$ cat config.mk
export PLATFORM = sky130hd
export DESIGN_NAME = panel_reg_writer
export DESIGN_NICKNAME = d
export VERILOG_FILES = /design/src/rtl/panel_reg_writer.sv
export SDC_FILE = /design/constraint.sdc
export NUM_CORES = 1
export LEC_CHECK = 0
export BUFFER_PORTS_ARGS = -buffer_cell sky130_fd_sc_hd__buf_2
export CAP_MARGIN = 20
export CORE_ASPECT_RATIO = 1.5
export CORE_UTILIZATION = 35
export CTS_CLUSTER_SIZE = 28
export DETAILED_ROUTE_END_ITERATION = 10
export GPL_ROUTABILITY_DRIVEN = 0
export PLACE_DENSITY_LB_ADDON = 0.12
export SYNTH_ARGS = -nofsm -noshare
export SYNTH_HDL_FRONTEND = slang
export SYNTH_SLANG_ARGS = --single-unit
$ cat constraint.sdc
create_clock -name clk -period 4.7 [get_ports clk]
set_input_delay 0.47 -clock clk [delete_from_list [all_inputs] [get_ports clk]]
set_output_delay 0.47 -clock clk [all_outputs]
set_load 0.02 [all_outputs]
$ cat src/rtl/panel_reg_writer.sv
module panel_reg_writer #(
  parameter int HALF_DIV = 125,
  parameter logic [7:0] IDX_OPC = 8'h74,
  parameter logic [7:0] DAT_OPC = 8'h76
) (
  input  logic        clk,
  input  logic        rst_n,
  input  logic        start_i,
  input  logic [7:0]  reg_idx_i,
  input  logic [15:0] reg_val_i,
  input  logic        abort_i,
  output logic        busy_o,
  output logic        done_o,
  output logic        aborted_o,
  output logic        sclk_o,
  output logic        mosi_o,
  output logic        cs_n_o
);
  localparam int FRAME_BITS = 24;
  localparam int LAST_H = 2 * FRAME_BITS;
  localparam int CW = (HALF_DIV < 2) ? 1 : $clog2(HALF_DIV);
  localparam int HW = $clog2(LAST_H + 1);

  typedef enum logic [1:0] {S_IDLE, S_XFER, S_GAP} st_t;

  st_t                  st;
  logic [CW-1:0]        cnt;
  logic [HW-1:0]        h;
  logic [FRAME_BITS-1:0] sh;
  logic [15:0]          val_q;
  logic                 second, gapn;
  logic                 sclk_q, cs_q, done_q, abort_q;
  logic                 tick;

  assign tick      = (cnt == CW'(HALF_DIV - 1));
  assign busy_o    = (st != S_IDLE);
  assign done_o    = done_q;
  assign aborted_o = abort_q;
  assign sclk_o    = sclk_q;
  assign cs_n_o    = cs_q;
  assign mosi_o    = sh[FRAME_BITS-1];

  always_ff @(posedge clk or negedge rst_n) begin
    if (!rst_n) begin
      st <= S_IDLE;
      cnt <= '0;
      h <= '0;
      sh <= '0;
      val_q <= '0;
      second <= 1'b0;
      gapn <= 1'b0;
      sclk_q <= 1'b1;
      cs_q <= 1'b1;
      done_q <= 1'b0;
      abort_q <= 1'b0;
    end else begin
      done_q <= 1'b0;
      abort_q <= 1'b0;
      if (st == S_IDLE) begin
        cnt <= '0;
        if (start_i) begin
          sh <= {IDX_OPC, 8'h00, 1'b0, reg_idx_i[6:0]};
          val_q <= reg_val_i;
          second <= 1'b0;
          h <= '0;
          cs_q <= 1'b0;
          st <= S_XFER;
        end
      end else if (abort_i) begin
        st <= S_IDLE;
        cs_q <= 1'b1;
        sclk_q <= 1'b1;
        abort_q <= 1'b1;
        cnt <= '0;
      end else begin
        cnt <= tick ? '0 : cnt + 1'b1;
        if (tick) begin
          if (st == S_XFER) begin
            if (h == HW'(LAST_H)) begin
              cs_q <= 1'b1;
              gapn <= 1'b0;
              st <= S_GAP;
            end else begin
              h <= h + 1'b1;
              sclk_q <= h[0];
              if (!h[0] && h != '0) sh <= {sh[FRAME_BITS-2:0], 1'b0};
            end
          end else begin
            if (!gapn) begin
              gapn <= 1'b1;
            end else if (!second) begin
              sh <= {DAT_OPC, val_q};
              second <= 1'b1;
              h <= '0;
              cs_q <= 1'b0;
              st <= S_XFER;
            end else begin
              st <= S_IDLE;
              done_q <= 1'b1;
            end
          end
        end
      end
    end
  end


  sclk_idle_chk: assert property (@(posedge clk) disable iff (!rst_n)
    cs_n_o |-> sclk_o);


  mosi_edge_chk: assert property (@(posedge clk) disable iff (!rst_n)
    (!cs_n_o && $past(!cs_n_o) && !($past(sclk_o) && !sclk_o)) |-> $stable(mosi_o));


  done_pulse_chk: assert property (@(posedge clk) disable iff (!rst_n)
    done_o |=> !done_o);


  done_busy_chk: assert property (@(posedge clk) disable iff (!rst_n)
    done_o |-> (!busy_o && $past(busy_o)));


  busy_ignore_chk: assert property (@(posedge clk) disable iff (!rst_n)
    (busy_o && start_i && !abort_i) |=> $stable(val_q));


  abort_idle_chk: assert property (@(posedge clk) disable iff (!rst_n)
    (busy_o && abort_i) |=> (cs_n_o && sclk_o && aborted_o && !busy_o && !done_o));
endmodule

# [Word-level counts from Yosys, hierarchy flattened]
# Index checks and enable logic that the tools add are counted.
[totals] output_inout_bits=6 wordCells=103 inputBits=28 ff_bits=61
[op_classes] addsub=2 n_bitwise=2 eq_ne=13 reduce_logical=20 muxes=55
[ops] operator="24-bit 2-to-1 mux" n=9
[ops] operator="6-bit 2-to-1 mux" n=8
[ops] operator="1-bit 2-to-1 mux" n=28
[ops] operator="7-bit 2-to-1 mux" n=3
[ops] operator="2-bit 2-to-1 mux" n=7
[ops] operator="4-bit AND reduction" n=3
[ops] operator="5-bit AND reduction" n=2
[ops] operator="2-bit nonzero test" n=5
[ops] operator="7-bit by 1-bit adder with 7-bit output (second input constant)" n=1
[ops] operator="7-bit equality test (second input constant)" n=1
[ops] operator="7-bit AND reduction" n=1
[ops] operator="6-bit by 1-bit adder with 6-bit output (second input constant)" n=1
[ops] operator="6-bit equality test (second input constant)" n=1
[ops] operator="2-bit inequality test (second input constant)" n=3
[ops] operator="6-bit AND reduction" n=1
[ops] operator="3-bit nonzero test" n=2
[ops] operator="6-bit nonzero test" n=1
[ops] operator="2-bit by 1-bit inequality test with 1-bit output (second input constant)" n=2
[ops] operator="4-bit by 2-bit inequality test with 1-bit output (second input constant)" n=1
[ops] operator="4-bit by 3-bit inequality test with 1-bit output (second input constant)" n=1
[ops] operator="4-bit nonzero test" n=1
[ops] operator="3-bit by 1-bit inequality test with 1-bit output (second input constant)" n=1
[ops] operator="3-bit by 2-bit inequality test with 1-bit output (second input constant)" n=1
[ops] operator="3-bit inequality test (second input constant)" n=1
[ops] operator="other kinds (6)" n=7

# [Depth between registers and ports, before layout]
[depth] word_depth=8 ltp_mapped=8 ltp_nobuf=7

# [Worst setup path after synthesis]
# OpenSTA, ideal clock, no wires.
[synth_timing] path_kind="reg-to-reg" startpoint="register h[0]" endpoint="register h[5]" stages_incl_launch_ff=8 t_arrival_ns=1.909 setup_slack_ns=2.662 setup_time_ns=0.130 path_cell_list="dfrtp_1 -> inv_1 -> ha_1 -> or3b_1 -> or3_1 -> a21oi_2 -> or4_1 -> a21oi_1"
[synth_between] elab_chain_len=6 elab_cells_between_ends=9 classes_between="add/sub: 1; eq/ne: 2; mux: 5; reduce/logical: 1"
[synth_lines] item="start, declared" line_no="28" rtl="logic [HW-1:0] h;"
[synth_lines] item="start signal, assigned" line_no="84" rtl="h <= h + 1'b1;"
[synth_lines] item="6-bit by 1-bit adder with 6-bit output" line_no="84"
[synth_lines] item="6-bit 2-to-1 mux" line_no="79" rtl="if (h == HW'(LAST_H)) begin"
[synth_lines] item="6-bit 2-to-1 mux" line_no="78" rtl="if (st == S_XFER) begin"
[synth_lines] item="6-bit 2-to-1 mux" line_no="77" rtl="if (tick) begin"
[synth_lines] item="6-bit 2-to-1 mux" line_no="69" rtl="end else if (abort_i) begin"
[synth_lines] item="6-bit 2-to-1 mux" line_no="59" rtl="if (st == S_IDLE) begin"
# Parallel ways exist; a longest one is shown, timed or not. The select of a mux whose other input is x is not followed.
# A chain may end at the register's enable or synchronous reset.

# [Final worst setup path]
[layout_timing] startpoint="register st[0]" endpoint="register sh[4]"
[layout_between] elab_chain_len=5 elab_cells_between_ends=14 classes_between="eq/ne: 6; mux: 4; reduce/logical: 4"
[layout_lines] item="start, declared" line_no="26" rtl="st_t st;"
[layout_lines] item="start signal, assigned" line_no="45" rtl="st <= S_IDLE;"
[layout_lines] item="start signal, assigned" line_no="67" rtl="st <= S_XFER;"
[layout_lines] item="start signal, assigned" line_no="70" rtl="st <= S_IDLE;"
[layout_lines] item="2-bit by 1-bit equality test with 1-bit output" line_no="78"
[layout_lines] item="24-bit 2-to-1 mux" line_no="78"
[layout_lines] item="24-bit 2-to-1 mux" line_no="77"
[layout_lines] item="24-bit 2-to-1 mux" line_no="69"
[layout_lines] item="24-bit 2-to-1 mux" line_no="59"
[layout_lines] item="end signal, assigned" line_no="62" rtl="sh <= {IDX_OPC, 8'h00, 1'b0, reg_idx_i[6:0]};"
[layout_lines] item="end signal, assigned" line_no="86" rtl="if (!h[0] && h != '0) sh <= {sh[FRAME_BITS-2:0], 1'b0};"
[layout_lines] item="end signal, assigned" line_no="92" rtl="sh <= {DAT_OPC, val_q};"
[layout_lines] item="end, declared" line_no="29" rtl="logic [FRAME_BITS-1:0] sh;"
# Parallel ways exist; a longest one is shown, timed or not. The select of a mux whose other input is x is not followed.

==> key figures <==
Status
  • Status: finished clean

Finish
  • N_diodes: 0
  • Layout area overhead: 17.5%
  • Final #Nets: about 330
  • Fraction of layout cells with a size suffix above 1: 0.207

Power and ir drop
  • Leak: 1.52 nW
  • Sw Ratio: 0.295
  • Clk network pwr share: 0.342
  • Total power divided by cell area: 515 nW/um^2
  • Psw: 526 uW
  • Gate power share: 0.232
  • Seq pwr share: 0.426
  • Internal: 1.26 mW
  • VDD IR max: 0.288 mV

Synthesis
  • Synth Area per Inst: 11.0 um^2
  • YS warnings: 0
  • Largest cells by area after synthesis: dfrtp_1 50%, mux2_1 9.6%, nand2_1 4.6%, o21ai_0 4.1%, mux2_2 2.7%
  • EDFF count, synth: 0
  • Share of the synthesized area in the top cell type: 0.502
  • Synth unique cells: 48
  • Sequential fraction of the synthesis area: 0.520
  • Cells after Synth: 267
  • Synth Flop Type: dfrtp_1
  • Ys async rst share: 1.00
  • #FFs+latches synth: 61
  • Most area-hungry cell type in the Yosys netlist: dfrtp_1
  • Synth Cell Area: about 2900 um^2
  • Syn Nets: approximately 300

Worst setup path
  • Startpoint types: flop
  • CP required: 4.90 ns
  • CP Capture Type: flop
  • CP arrival: between 3 and 4 ns
  • Critical Path Fanout Max: 20
  • Setup CP Type: reg2reg

STA
  • RSZ-0062 raised after global routing: no
  • Clock Skew: around 0.0067 ns
  • Slew Limit Fails: 0
  • Worst setup margin: 1.82 ns
  • Max_slew headroom: 0.423
  • Fin. Hold Viols: 0
  • Final setup TNS: 0 ns
  • Minimum clock period: 2.88 ns
  • Tcrit/Tclk final: 0.614
  • Peak Freq: 347 MHz
  • Setup Viol. Count Final: 0
  • Worst-Margin Slew: 0.866 ns

Drt
  • DR iter-0 viols: 82
  • Drt pass-1 iters: 4
  • Antenna-violating nets left: 0
  • Via density: 5.02
  • WL per Instance: 14.0 um
  • DRC Markers: 0
  • Routed vias: 2055
  • Wirelength, routed: 5.71 mm

CTS
  • Worst-skew pair later-pin latency: 0.33 ns
  • Post_cts resized: 0
  • CTS Buf Count: 9
  • Clock Pin Slew Worst Setup and Hold Paths: approximately 0.05 ns
  • Post-CTS setup buffer count: 0
  • CTS tree: built
  • CTS sink count: 61
  • Post-CTS Hold Fix Bufs: 0
  • Longest Clk Path Bufs: 2
  • H-tree levels: 3
  • CTS root buf: clkbuf_16

Floorplanning
  • Row count: 40
  • Ports: 34
  • Core area: around 8100 um^2
  • Die area: around 8800 um^2
  • Die boundary height: approximately 110 um
  • Die width: around 77 um
  • Initial Util: 0.365

Global routing
  • First-pass GRT wire length: between 10 and 15 mm
  • GRT overflow: 0
  • Total track usage: 0.151
  • Vias in the first global route: 2140
  • Largest net degree at the start of global routing: 45
  • Initial antenna violation count: 0

Worst hold path
  • Hold Path Class: in2async

Placed design
  • Input/output buffers: 32
  • Hpwl dp: 3.91 mm
  • Pre-CTS setup slack: 1.78 ns

Run
  • Max Cap Violations: 0
==> cell usage in the layout (no fill, tap or decap), types with 5 or more instances in the layout <==
| master | netlist | final |
|---|---|---|
| mux2i_1 | 6 | 6 |
| clkbuf_16 | 0 | 9 |
| mux2_1 | 25 | 25 |
| mux2_2 | 7 | 7 |
| nor2_1 | 11 | 11 |
| dfrtp_1 | 59 | 59 |
| o21ai_0 | 24 | 24 |
| nand2_1 | 36 | 36 |
| inv_1 | 7 | 7 |
| o22a_1 | 5 | 5 |
| buf_2 | 2 | 32 |
| or3_1 | 6 | 6 |
| a21oi_1 | 11 | 11 |
| nand3_1 | 6 | 6 |
==> synthesized netlist by cell type (2+ instances only) <==
cell      count
dfstp_2       2
xor2_1        2
buf_6         3
ha_1          4
o21a_1        3
clkbuf_1      7
dfrtp_1      59
mux2_1       25
nor2_1       11
mux2i_1       6
nand3_1       6
a21oi_1      11
nand2_1      36
nand4_1       2
buf_2         2
o21ai_0      24
a22o_1        4
o21ai_1       4
and2_1        3
or3_1         6
o31ai_1       2
inv_1         7
or2_1         2
or3b_1        2
o22a_1        5
mux2_2        7
==> metrics by stage <==
stage / hold WS, ns / cell area (um^2) / total power, mW / utilization / cells
after floorplan: 0.174 / 2940 / 1.08 / - / 267
after global placement: 0.432 / 3180 / 1.19 / 0.395 / 394
after detailed placement: 0.435 / 3180 / 1.19 / 0.395 / 394
after CTS: 0.0819 / 3460 / 1.81 / 0.429 / 409
after global routing: 0.0938 / 3460 / 1.90 / 0.429 / 409
final: 0.0712 / 3460 / 1.78 / 0.429 / 409
==> worst paths after layout <==
| path | from | to | slack (ns) | cells after the start |
|---|---|---|---|---|
| max | st[0] | sh[4] | 1.82 | 4 |
| max in group asynchronous | rst_n | cs_n_o | 3.72 | 2 |
| min reg2reg | sh[11] | sh[11] | 0.48 | 1 |
| min in group clk | reg_val_i[13] | val_q[13] | 0.35 | 2 |
| max reg2reg | st[0] | sh[4] | 1.82 | 4 |
| min | rst_n | cnt[6] | 0.07 | 1 |
==> registers in the layout, indices dropped and copies added (netlist names) <==
name       count
sh            24
val_q         16
cnt            7
h              6
st             2
aborted_o      1
cs_n_o         1
done_o         1
gapn           1
sclk_o         1
second         1
==> cell type report <==
| cell class | count | area, um^2 |
|---|---|---|
| clock buffers | 14 | 274 |
| flip-flops and latches | 61 | 1530 |
| repair buffers | 35 | 183 |
| fillers | 796 | 4600 |
| clock inverters | 1 | 5.00 |
| well taps | 105 | 131 |
| inverters | 8 | 30.0 |
| multi-input cells | 185 | 1310 |
==> worst max-delay path, cell delays in order, from the launching register on <==
cell      delay [ns]
dfrtp_1         0.88
or3b_4          0.50
o311ai_4        0.19
o21a_1          0.78
mux2_1          0.39
==> metal layers <==
metal  vias up  wire, um  global-route usage
met5         -         0                   0
met3        11       172              0.0343
li1       1012         -                   -
met2        30      2860               0.254
met1      1002      2530               0.172
met4         0       138              0.0962
==> power by group through the flow <==
| stage | Combinational (mW) | Clock (mW) | Sequential, mW |
|---|---|---|---|
| after floorplan | 0.350 | 0 | 0.734 |
| after global placement | 0.416 | 0 | 0.769 |
| after detailed placement | 0.426 | 0 | 0.768 |
| after CTS | 0.425 | 0.629 | 0.760 |
| after global routing | 0.467 | 0.654 | 0.781 |
| final | 0.414 | 0.609 | 0.758 |
==> cell families (layout without fill, tap and decap cells) <==
logic type               after synthesis  in the layout  share of synthesized area
AO/OA/AOI/OAI                         63             63                      0.144
XOR/XNOR                               3              3                    0.00893
adder cells (fa/ha/maj)                4              4                     0.0170
buffers and inverters                 21             58                     0.0366
flip-flops                            61             61                      0.520
multiplexers                          38             38                      0.143
AND/OR/NAND/NOR                       77             77                      0.131
Power figures use the tool's default switching activity.
